**src/rtl/lbus_mux_master.sv**
```systemverilog
module lbus_mux_master #(
  parameter int WAIT_W = 4
) (
  input  logic              clk,
  input  logic              rst_n,
  input  logic              req_valid,
  output logic              req_ready,
  input  logic [31:0]       req_addr,
  input  logic [31:0]       req_wdata,
  input  logic              req_write,
  input  logic [1:0]        req_size,
  input  logic [WAIT_W-1:0] cfg_wait,
  input  logic              cfg_odd_par,
  input  logic              cfg_bctl_off,
  output logic              done,
  output logic [31:0]       rdata,
  output logic [3:0]        perr,
  output logic              ale,
  output logic [31:0]       ad_out,
  output logic              ad_oe,
  input  logic [31:0]       ad_in,
  output logic [3:0]        par_out,
  output logic              par_oe,
  input  logic [3:0]        par_in,
  output logic [4:0]        la,
  output logic              bctl
);

  localparam int LANES = 4;

  typedef enum logic [1:0] {S_IDLE, S_ADDR, S_HOLD, S_DATA} st_t;

  st_t               st;
  logic [31:0]       addr_q, wdata_q;
  logic              wr_q, odd_q;
  logic [1:0]        size_q;
  logic [WAIT_W-1:0] cnt;
  logic [31:0]       wr_bus, rd_data;
  logic [3:0]        used, rd_perr;

  always_comb begin
    case (size_q)
      2'd0:    begin used = 4'b0001; wr_bus = {wdata_q[7:0], 24'h0};  rd_data = {24'h0, ad_in[31:24]}; end
      2'd1:    begin used = 4'b0011; wr_bus = {wdata_q[15:0], 16'h0}; rd_data = {16'h0, ad_in[31:16]}; end
      default: begin used = 4'b1111; wr_bus = wdata_q;                rd_data = ad_in;                 end
    endcase
  end

  assign req_ready = (st == S_IDLE);
  assign ale       = (st == S_ADDR);
  assign ad_oe     = (st == S_ADDR) || (st == S_HOLD) || (st == S_DATA && wr_q);
  assign par_oe    = ad_oe;
  assign ad_out    = (st == S_ADDR || st == S_HOLD) ? addr_q : wr_bus;
  assign la        = addr_q[4:0];
  assign bctl      = cfg_bctl_off || (st != S_DATA) || wr_q;

  for (genvar i = 0; i < LANES; i++) begin : g_lane
    assign par_out[i] = (^ad_out[31-8*i -: 8]) ^ odd_q;
    assign rd_perr[i] = used[i] & ((^ad_in[31-8*i -: 8]) ^ par_in[i] ^ odd_q);
  end

  always_ff @(posedge clk) begin
    if (!rst_n) begin
      st      <= S_IDLE;
      addr_q  <= '0;
      wdata_q <= '0;
      wr_q    <= 1'b0;
      odd_q   <= 1'b0;
      size_q  <= 2'd2;
      cnt     <= '0;
      done    <= 1'b0;
      rdata   <= '0;
      perr    <= '0;
    end else begin
      done <= 1'b0;
      case (st)
        S_IDLE: if (req_valid) begin
          addr_q  <= req_addr;
          wdata_q <= req_wdata;
          wr_q    <= req_write;
          size_q  <= req_size;
          odd_q   <= cfg_odd_par;
          cnt     <= (cfg_wait == '0) ? WAIT_W'(1) : cfg_wait;
          st      <= S_ADDR;
        end
        S_ADDR: st <= S_HOLD;
        S_HOLD: st <= S_DATA;
        S_DATA: if (cnt == WAIT_W'(1)) begin
          st   <= S_IDLE;
          done <= 1'b1;
          perr <= wr_q ? 4'b0 : rd_perr;
          if (!wr_q) rdata <= rd_data;
        end else begin
          cnt <= cnt - WAIT_W'(1);
        end
        default: st <= S_IDLE;
      endcase
    end
  end

  a_r2_ale_single: assert property (@(posedge clk) disable iff (!rst_n)
    ale |=> (!ale && ad_oe));
  a_r3_addr_hold: assert property (@(posedge clk) disable iff (!rst_n)
    $fell(ale) |-> (ad_oe && $stable(ad_out) && bctl));
  a_r4_done_pulse: assert property (@(posedge clk) disable iff (!rst_n)
    done |=> !done);
  a_r4_done_released: assert property (@(posedge clk) disable iff (!rst_n)
    done |-> (!ad_oe && req_ready));
  a_r11_accept_to_ale: assert property (@(posedge clk) disable iff (!rst_n)
    (req_valid && req_ready) |=> ale);
  a_r9_unused_lanes: assert property (@(posedge clk) disable iff (!rst_n)
    done |-> ((perr & ~used) == 4'b0));
  a_r10_read_release: assert property (@(posedge clk) disable iff (!rst_n)
    !bctl |-> !ad_oe);

endmodule

```
**config.mk**
```make
export PLATFORM = sky130hd
export DESIGN_NAME = lbus_mux_master
export DESIGN_NICKNAME = d
export VERILOG_FILES = /design/src/rtl/lbus_mux_master.sv
export SDC_FILE = /design/constraint.sdc
export NUM_CORES = 1
export LEC_CHECK = 0
export ABC_CLOCK_PERIOD_IN_PS = 3360
export BUFFER_PORTS_ARGS = -buffer_cell sky130_fd_sc_hd__clkbuf_2
export CORE_MARGIN = 2
export CORE_UTILIZATION = 50
export CTS_CLUSTER_SIZE = 14
export DETAILED_ROUTE_END_ITERATION = 8
export PLACE_DENSITY_LB_ADDON = 0.25
export SLEW_MARGIN = 25
export SYNTH_ARGS = -nofsm -noshare
export SYNTH_HDL_FRONTEND = slang
export SYNTH_SLANG_ARGS = --single-unit
```
**constraint.sdc**
```tcl
create_clock -name clk -period 3.36 [get_ports clk]
set_clock_uncertainty 0.2 [all_clocks]
set_input_delay 0.84 -clock clk [delete_from_list [all_inputs] [get_ports clk]]
set_output_delay 0.84 -clock clk [all_outputs]
set_load 0.03 [all_outputs]
```
### Yosys cells after proc, flatten, opt, wreduce, memory -nomap -nowiden

Index checks and enable logic that the tools add are counted.

* flip-flop bits (word level): 111
* input port bits: 112
* output and inout bits: 83
* logic and storage cells: 73

* add/sub/neg operators: 1
* eq/ne operators: 9
* multiplexer cells: 13
* bitwise gates (word level): 17
* reduce and logical (&&, ||, !) cells: 23

Operators with widths (number)
* one-hot mux 32 bit (2 select lines): 2
* parity 8 bit: 8
* two-way mux 32 bit: 1
* two-way mux 4 bit: 4
* one-hot mux 4 bit (2 select lines): 2
* XOR 1 bit: 12
* one-hot mux 2 bit (4 select lines): 1
* AND reduction 2 bit: 4
* inequality test 2 bit (second input constant): 3
* AND reduction 3 bit: 2
* bitwise AND 1 bit: 4
* equality test 2 x 1 -> 1 bit (second input constant): 2
* equality test 2 bit (second input constant): 2
* equality test 4 x 1 -> 1 bit (second input constant): 1
* logical NOT 2 bit: 2
* logical NOT 4 bit: 1
* logical OR 1 bit: 4
* two-way mux 2 bit: 2
* subtractor 4 x 1 -> 4 bit (second input constant): 1
* inequality test 2 x 1 -> 1 bit (second input constant): 1
* nonzero test 2 bit: 1
* logical AND 1 bit: 1
* two-way mux 1 bit: 1
* NOT 1 bit: 1

### Logic depth before layout (Yosys ltp)

Gate-level depths: netlist of the first run.

* depth in word-level cells: 5
* mapped depth: 11

### Worst setup path before layout of the first run

No wires, ideal clock.

* path type: register -> output
* start: reg st[0]
* end: out par_out[0]
* arrival: 3.093 ns
* required time: 2.320 ns
* path slack: -0.773 ns
* stages on the path, launching flop included: 12
* buffers on the path: 3
* cell sequence: dfxtp_1 inv_1 ha_1 buf_6 nor2b_4 buf_6 buf_8 a222oi_1 xnor2_1 xnor2_1 xnor2_1 xnor2_1

* cells in the longest elaborated chain, start to end: 5
* elaborated cells between the ends (all ways): 6

Ends and longest elaborated chain
* start, declared: line 33 `st_t st;`
* start signal, assigned: line 64 `st <= S_IDLE;`
* start signal, assigned: line 84 `st <= S_ADDR;`
* start signal, assigned: line 86 `S_ADDR: st <= S_HOLD;`
* equality test 2 x 1 -> 1 bit / equality test 2 bit (equally long branches): line 53 `assign ad_out = (st == S_ADDR || st == S_HOLD) ? addr_q : wr_bus;`
* logical OR 1 bit (*): line 53
* two-way mux 32 bit (*): line 53
* net ad_out[24]: line 19 `output logic [31:0] ad_out,`
* parity 8 bit (*): line 58 `assign par_out[i] = (^ad_out[31-8*i -: 8]) ^ odd_q;`
* XOR 1 bit (*): line 58
* end, declared: line 22 `output logic [3:0] par_out,`

The timed path passes the listed nets; every way through them passes the cells marked *.

### Worst setup path in the final report of the first run

* start: reg st[1]
* end: out par_out[0]

* cells in the longest elaborated chain, start to end: 5
* elaborated cells between the ends (all ways): 6

Ends and longest elaborated chain (line)
* equality test 2 x 1 -> 1 bit / equality test 2 bit (equally long branches): 53
* logical OR 1 bit (*): 53
* two-way mux 32 bit (*): 53
* parity 8 bit (*): 58
* XOR 1 bit (*): 58

Mark *: on every way between the ends. The rest lies on a longest branch, timed or not.

==> results of run 1 <==
[cells by family after synthesis]
kind of cell | count (synthesis)
xor+xnor | 65
compound gates | 162
fa+ha+maj | 6
buf+inv | 71
simple gates | 269
flops | 111
mux | 23
[cell usage after synthesis]
cell	instances	area (µm²)
a22oi_1	3	22.5
nor2b_4	1	13.8
or3_1	1	6.26
o21a_1	1	7.51
o311ai_0	1	8.76
a221oi_1	8	70.1
a21oi_1	104	521
or4_1	1	7.51
dfxtp_1	111	2220
nor2b_1	5	31.3
clkbuf_1	34	128
buf_8	1	15.0
nand2_1	194	728
xnor3_1	1	22.5
buf_1	8	30.0
mux2i_1	18	180
buf_2	9	45.0
mux2_2	5	56.3
a22o_1	16	140
xnor2_1	47	412
nand3_1	17	85.1
and2_1	1	6.26
a31oi_1	4	25.0
xor2_1	13	114
o2bb2ai_1	1	8.76
inv_1	10	37.5
xor3_1	4	95.1
a2bb2oi_1	4	35.0
nor2_1	27	101
buf_6	3	33.8
buf_4	6	45.0
nor3_1	12	60.1
nor3b_1	1	7.51
a32oi_1	2	17.5
o21ai_0	17	85.1
ha_1	6	75.1
nand3b_1	8	60.1
a222oi_1	1	10.0
or2_2	1	6.26
[worst reg2reg max path: stages (launching register included)]
cell	delay [ps]
dfxtp_4	390
buf_4	120
ha_1	370
nand2_1	280
or2_2	600
a221oi_1	330
nor3_1	70
[state kept, by name, summed over array words and instances (netlist names), 2 cells and up]
signal,flops
cnt,4
st,2
wdata_q,32
size_q,2
perr,4
addr_q,32
rdata,32
[where the power goes]
group | internal, µW | switching (µW)
sequential | 1510 | 172
combinational | 2790 | 3140
clock | 419 | 436
total | 4720 | 3750
[repair_timing]
| item | 4_1_cts | 5_1_grt |
|---|---|---|
| resized for setup | 32 | 25 |
| endpoints found under the hold margin | 0 | 0 |
| gates cloned | 0 | 1 |
| setup buffers | 20 | 5 |
| pin swaps | 14 | 19 |
| endpoints found under the setup margin | 4 | 6 |
[cell type report]
| type | count | area [µm²] | share of cell area [%] |
|---|---|---|---|
| clock buffer | 12 | 135 | 1.83 |
| multi-input combinational | 525 | 3290 | 44.6 |
| sequential | 111 | 2230 | 30.2 |
| inverter | 10 | 48.8 | 0.662 |
| tap | 140 | 175 | 2.38 |
| timing repair buffer | 236 | 1420 | 19.3 |
| clock inverter | 4 | 70.1 | 0.951 |
[layer usage]
layer,up-vias,track usage (%)
li1,2729,-
met1,2640,29.6
met2,263,50.6
met3,36,9.90
met4,0,11.3
met5,-,0
[final timing paths]
| path | to | slack (ps) | depth (start not counted) |
|---|---|---|---|
| max | par_out[0] | -350 | 11 |
| min | rdata[23] | 260 | 2 |
| max reg2reg | rdata[14] | 890 | 6 |
| min reg2reg | rdata[23] | 260 | 2 |
[metrics by stage]
| stage | instance area [µm²] | worst slack (ps) | std cells | util, % | power [µW] |
|---|---|---|---|---|---|
| 6_report | 7370 | -349 | 1038 | 68.0 | 8460 |
| 5_1_grt | 7370 | -465 | 1038 | 68.0 | 8850 |
| 2_1_floorplan | 5660 | -578 | 707 | - | 5040 |
| 3_5_place_dp | 6660 | 8.38 | 996 | 61.4 | 5980 |
| 3_3_place_gp | 6660 | 63.3 | 996 | 61.4 | 5880 |
| 4_1_cts | 7180 | -238 | 1032 | 66.3 | 7790 |
==> metrics.md, run 1 <==
| Metric | Value |
|---|---|
| Register area share after synthesis | 39.9% |
| Post-Synth Adder-Cell Area | 1.35% |
| Post-synthesis mux area share | 4.24% |
| Simple logic cell fraction of the synthesized area | 20.0% |
| Main combinational cell family by area after synthesis | simple AND/OR/NAND/NOR gates |
| Congestion Overflow GR | 0 |
| Leak | 0.00317 µW |
| TritonCTS sink count | 111 |
| Port Buffer Count | 194 |
| Post-Syn Instances | 707 |
| Final nets | 1011 |
| Cell mode on critical path | xnor2_2 |
| CP Class | register to output port |
| DR pass1 iterations | 5 |
| Power per Cell Area | 1150 nW/µm² |
| Worst Hold Class | register to register |
| Max frequency | 270 MHz |
| DRT met1 WL | 6540 µm |
| Total GRT Usage | 28.0% |
| Launching point of the worst reg2reg path | st[1] |
| Worst setup EP type | output port |
| Antenna-violating nets left | 0 |
| Min Hold Slack | 258 ps |
| CP startpoint kind | register |
| Max VDD drop | 0.00220 V |
| H-Tree Level Count | 3 |
| Fillers | 884 |
| Failing checks | negative setup slack |
| Vias in the first global route | 5421 |
| Initial antenna violation count | 0 |
| Metal2 WL | 8900 µm |
| Mapped Nets | 825 |
| Global-route wire length before repair | 25900 µm |
| Status | finished, violations left |
| XOR/XNOR Fraction of Synth Area | 11.5% |
| TritonCTS clock tree | built |
| Crit-path leading delay family | XOR/XNOR gates |
| Ports | 195 |
| Critical path required time | 2320 ps |
| CP arrival | 2670 ps |
| Clock Tree Buf Depth | 2 |
| Crit-path max cell delay | 390 ps |
| Max-capacitance violation count | 0 |
| Crit path from | st[1] |
| WL/cell | 16.8 µm |
| Row count | 38 |
| Final worst slack | -349 ps |
| Synth Area in Compound Gates | 17.1% |
| Crit-path slowest cell | dfxtp_4 |
| Final Setup Violations | 5 |
| Worst path cell trace | inv_4 > ha_4 > nor2b_4 > buf_6 > a222oi_1 > buf_4 > xnor2_4 > xnor2_2 > xnor2_2 > xnor2_2 > clkbuf_8 |
| DP Wirelength | 12100 µm |
| Vias | 5668 |
| Antenna cell count | 0 |
| Fin. Hold Viols | 0 |
| Core area | 10800 µm² |
| Uppermost layer routed | met4 |
| Crit share post-route | 110% |
| Setup TNS | -1320 ps |
| DRC | 0 |
| Placer Congestion | 0.869 |
| Cts hold-fix bufs | 0 |
| Worst relative slew slack | 53.8% |
| Die area | 12000 µm² |
| Average instance area after synthesis | 7.89 µm² |
| Commonest non-fill, non-tap cell in the layout | nand2_1 |
| Initial Utilization | 51.4% |
| Die H | 110 µm |
| Routed wire length | 17400 µm |
| Root Buffer | clkbuf_8 |
| Largest net degree at the start of global routing | 69 |
| Least-Margin Pin Slew | 692 ps |
| TritonCTS buffer count | 9 |
| Fraction of layout cells with a size suffix above 1 | 32.5% |
| Skew-Pair Late Insertion Delay | 380 ps |
| Via density per instance | 5.46 |
| Initial DRC Count | 314 |
| RSZ-0062 raised after global routing | true |
| Max-slew violations | 0 |
| Die Width | 110 µm |
| Routed wl met3 | 1480 µm |
| Min Tclk post-route | 3710 ps |
| YS warnings | 0 |
| Buffers & Inverters on Critical Path | 4 |
| Crit-path max FO | 5 |
| Area growth from synthesis to layout | 32.2% |
| Hold wc startpoint | rdata[23] |
| Worst-path clk slew | 100 ps |
| Count of cell types in the netlist | 39 |
| Number of synthesized register bits | 111 |
| Synthesized area | 5580 µm² |
| Most frequent cells in the layout | nand2_1, clkbuf_2, dfxtp_1 |
Note: power is estimated with default switching activity, not from simulation.
==> inputs of run 2 (changes only) <==
--- a/config.mk
+++ b/config.mk
@@ -5,13 +5,13 @@
 export SDC_FILE = /design/constraint.sdc
 export NUM_CORES = 1
 export LEC_CHECK = 0
-export ABC_CLOCK_PERIOD_IN_PS = 3360
+export ABC_CLOCK_PERIOD_IN_PS = 4700
 export BUFFER_PORTS_ARGS = -buffer_cell sky130_fd_sc_hd__clkbuf_2
 export CORE_MARGIN = 2
-export CORE_UTILIZATION = 50
+export CORE_UTILIZATION = 54
 export CTS_CLUSTER_SIZE = 14
 export DETAILED_ROUTE_END_ITERATION = 8
-export PLACE_DENSITY_LB_ADDON = 0.25
+export PLACE_DENSITY = 0.93
 export SLEW_MARGIN = 25
 export SYNTH_ARGS = -nofsm -noshare
 export SYNTH_HDL_FRONTEND = slang
==> constraint.sdc (replaced) <==
create_clock -name clk -period 4.7 [get_ports clk]
set_clock_uncertainty 0.2 [all_clocks]
set_input_delay 1.175 -clock clk [delete_from_list [all_inputs] [get_ports clk]]
set_output_delay 1.175 -clock clk [all_outputs]
set_load 0.03 [all_outputs]
==> run 2 against run 1 <==
The run now ends clean. Critical path depth fell by 1. Sequential share of layout area rose by 3.1 points. Flip-flop and latch count did not move. Cell count fell by 3.8%. Wire length fell by 11%. Sequential power fell by 27%. Global-route usage fell by 1.2 points. Worst hold slack got worse by 0.54 ps. Core utilization fell by 2.5 points. Die area fell by 7.1%. Non-clock buffer count fell by 35. Cell area fell by 9.5%. Critical endpoint unchanged.
==> metrics.md, run 2 (synthesis results as in run 1) <==
| Metric | Value |
|---|---|
| Worst relative slew slack | 47.6% |
| Min Tclk post-route | 4460 ps |
| Reg-to-reg endpoint | rdata[15] |
| Cell mode on critical path | xnor2_1 |
| Max frequency | 224 MHz |
| Most frequent cells in the layout | clkbuf_2, nand2_1, dfxtp_1 |
| Congestion Overflow GR | 0 |
| Vias | 5497 |
| Crit-path leading delay family | buffers and inverters |
| Max VDD drop | 0.00106 V |
| Crit share post-route | 94.9% |
| Worst setup EP type | output port |
| DRC | 0 |
| Hold wc startpoint | perr[1] |
| Max-slew violations | 0 |
| Fin. Hold Viols | 0 |
| Worst Hold Class | register to register |
| Busiest grt layer | met2 |
| Die Width | 106 µm |
| GRT met2 Usage | 43.5% |
| H-Tree Level Count | 3 |
| Via density per instance | 5.50 |
| Placer Congestion | 0.882 |
| Crit-path max FO | 26 |
| Vias in the first global route | 4990 |
| R2R depth | 6 |
| Worst path cell trace | inv_1 > ha_1 > buf_4 > nor2_1 > a222oi_1 > xnor2_1 > xnor2_1 > xnor2_1 > xnor2_1 > clkbuf_2 |
| Reg2reg setup slack | 2130 ps |
| Met1 GRT Util | 35.4% |
| Fraction of layout cells with a size suffix above 1 | 26.4% |
| Global-route wire length before repair | 24200 µm |
| TritonCTS sink count | 111 |
| WL/cell | 15.4 µm |
| Post-CTS Setup Inserts | 0 |
| TritonCTS clock tree | built |
| Ports | 195 |
| Initial DRC Count | 486 |
| Crit-path max cell delay | 520 ps |
| CP Class | register to output port |
| CTS-repair resized insts | 0 |
| Root Buffer | clkbuf_8 |
| Non-filler cells, final | 999 |
| Final nets | 976 |
| Largest net degree at the start of global routing | 69 |
| Least-Margin Pin Slew | 785 ps |
| CP startpoint kind | register |
| Critical path required time | 3320 ps |
| Crit-path slowest cell | ha_1 |
| Core area | 10200 µm² |
| Launching point of the worst reg2reg path | cnt[0] |
| Routed wire length | 15400 µm |
| End point of the critical path | par_out[0] |
| Commonest non-fill, non-tap cell in the layout | clkbuf_2 |
| Antenna-violating nets left | 0 |
| DR pass1 iterations | 6 |
| CP arrival | 3090 ps |
| Buffers & Inverters on Critical Path | 3 |
| Port Buffer Count | 194 |
| Area growth from synthesis to layout | 19.6% |
| DP Wirelength | 11200 µm |
| Die H | 106 µm |
| Antenna cell count | 0 |
| Setup TNS | 0 ps |
| Crit path from | st[0] |
| Leak | 0.00285 µW |
| RSZ-0062 raised after global routing | false |
| Die area | 11200 µm² |
| Power per Cell Area | 679 nW/µm² |
| Initial Utilization | 54.7% |
| Met3 Use GR | 6.25% |
| Skew-Pair Late Insertion Delay | 360 ps |
| Largest registers | addr_q: 32 flops, rdata: 32 flops, wdata_q: 32 flops |
| Row count | 37 |
| Worst-path clk slew | 100 ps |
| TritonCTS buffer count | 9 |
| Clock Tree Buf Depth | 2 |
| Cts hold-fix bufs | 0 |
| Total GRT Usage | 26.8% |
| Stages on the worst setup path | 10 |
| Status | finished clean |
| Placed Cells | 983 |
| Max-capacitance violation count | 0 |
| Final Setup Violations | 0 |
| Initial antenna violation count | 0 |
run 2: changes by cell type in the layout (fill, tap and decap cells not counted), sizes merged:
| cell | previous run | this run |
|---|---|---|
| clkinv | 3 | 2 |
| inv | 9 | 11 |
| buf | 44 | 7 |
| bufinv | 2 | 0 |
| clkbuf | 204 | 205 |
| clkinvlp | 0 | 2 |
run 2: final cells by class:
cell class              instances  area, µm²
clock inverters                 5       41.3
multi-input cells             525       3030
clock buffers                  11        141
fillers                       896       3510
flip-flops and latches        111       2220
repair buffers                201       1020
inverters                      10       38.8
well taps                     136        170
run 2: where the power goes:
part	switching, µW	leakage [µW]	total (µW)	internal, µW
clock network	329	0.0000866	542	213
registers	142	0.000905	1220	1070
logic	1770	0.00186	2770	1000
run 2: per-layer routing:
metal,share of wire (%),wire (µm)
met1,42,6530
met2,48,7420
met3,7.1,1090
met4,2.5,388
met5,0,0
run 2: worst reg2reg max path, cell delays in order, from the launching register on:
cell and delay (ps):
dfxtp_1 400, ha_1 170, nor3b_1 310, nand2_1 300, or2_2 610, a221oi_1 390
nor3_1 90
run 2: worst min-delay path by stage:
stage                     slack, ps           to  cells after the start
after global placement          240    rdata[29]                      2
after floorplan                 230   addr_q[25]                      2
after detailed placement        250      perr[1]                      2
after global routing            280  wdata_q[27]                      2
final                           260      perr[1]                      2
after CTS                       260      perr[1]                      2
run 2: metrics by stage:
| stage | setup slack (ps) | hold WS [ps] | total power, µW | instance area [µm²] | utilization, % |
|---|---|---|---|---|---|
| after detailed placement | 675 | 246 | 3990 | 6490 | 63.7 |
| after global routing | 25.9 | 281 | 4790 | 6670 | 65.5 |
| final | 238 | 258 | 4530 | 6670 | 65.5 |
| after CTS | 247 | 258 | 4530 | 6670 | 65.5 |
| after global placement | 799 | 239 | 3930 | 6480 | 63.6 |
| after floorplan | 232 | 234 | 3430 | 5580 | - |
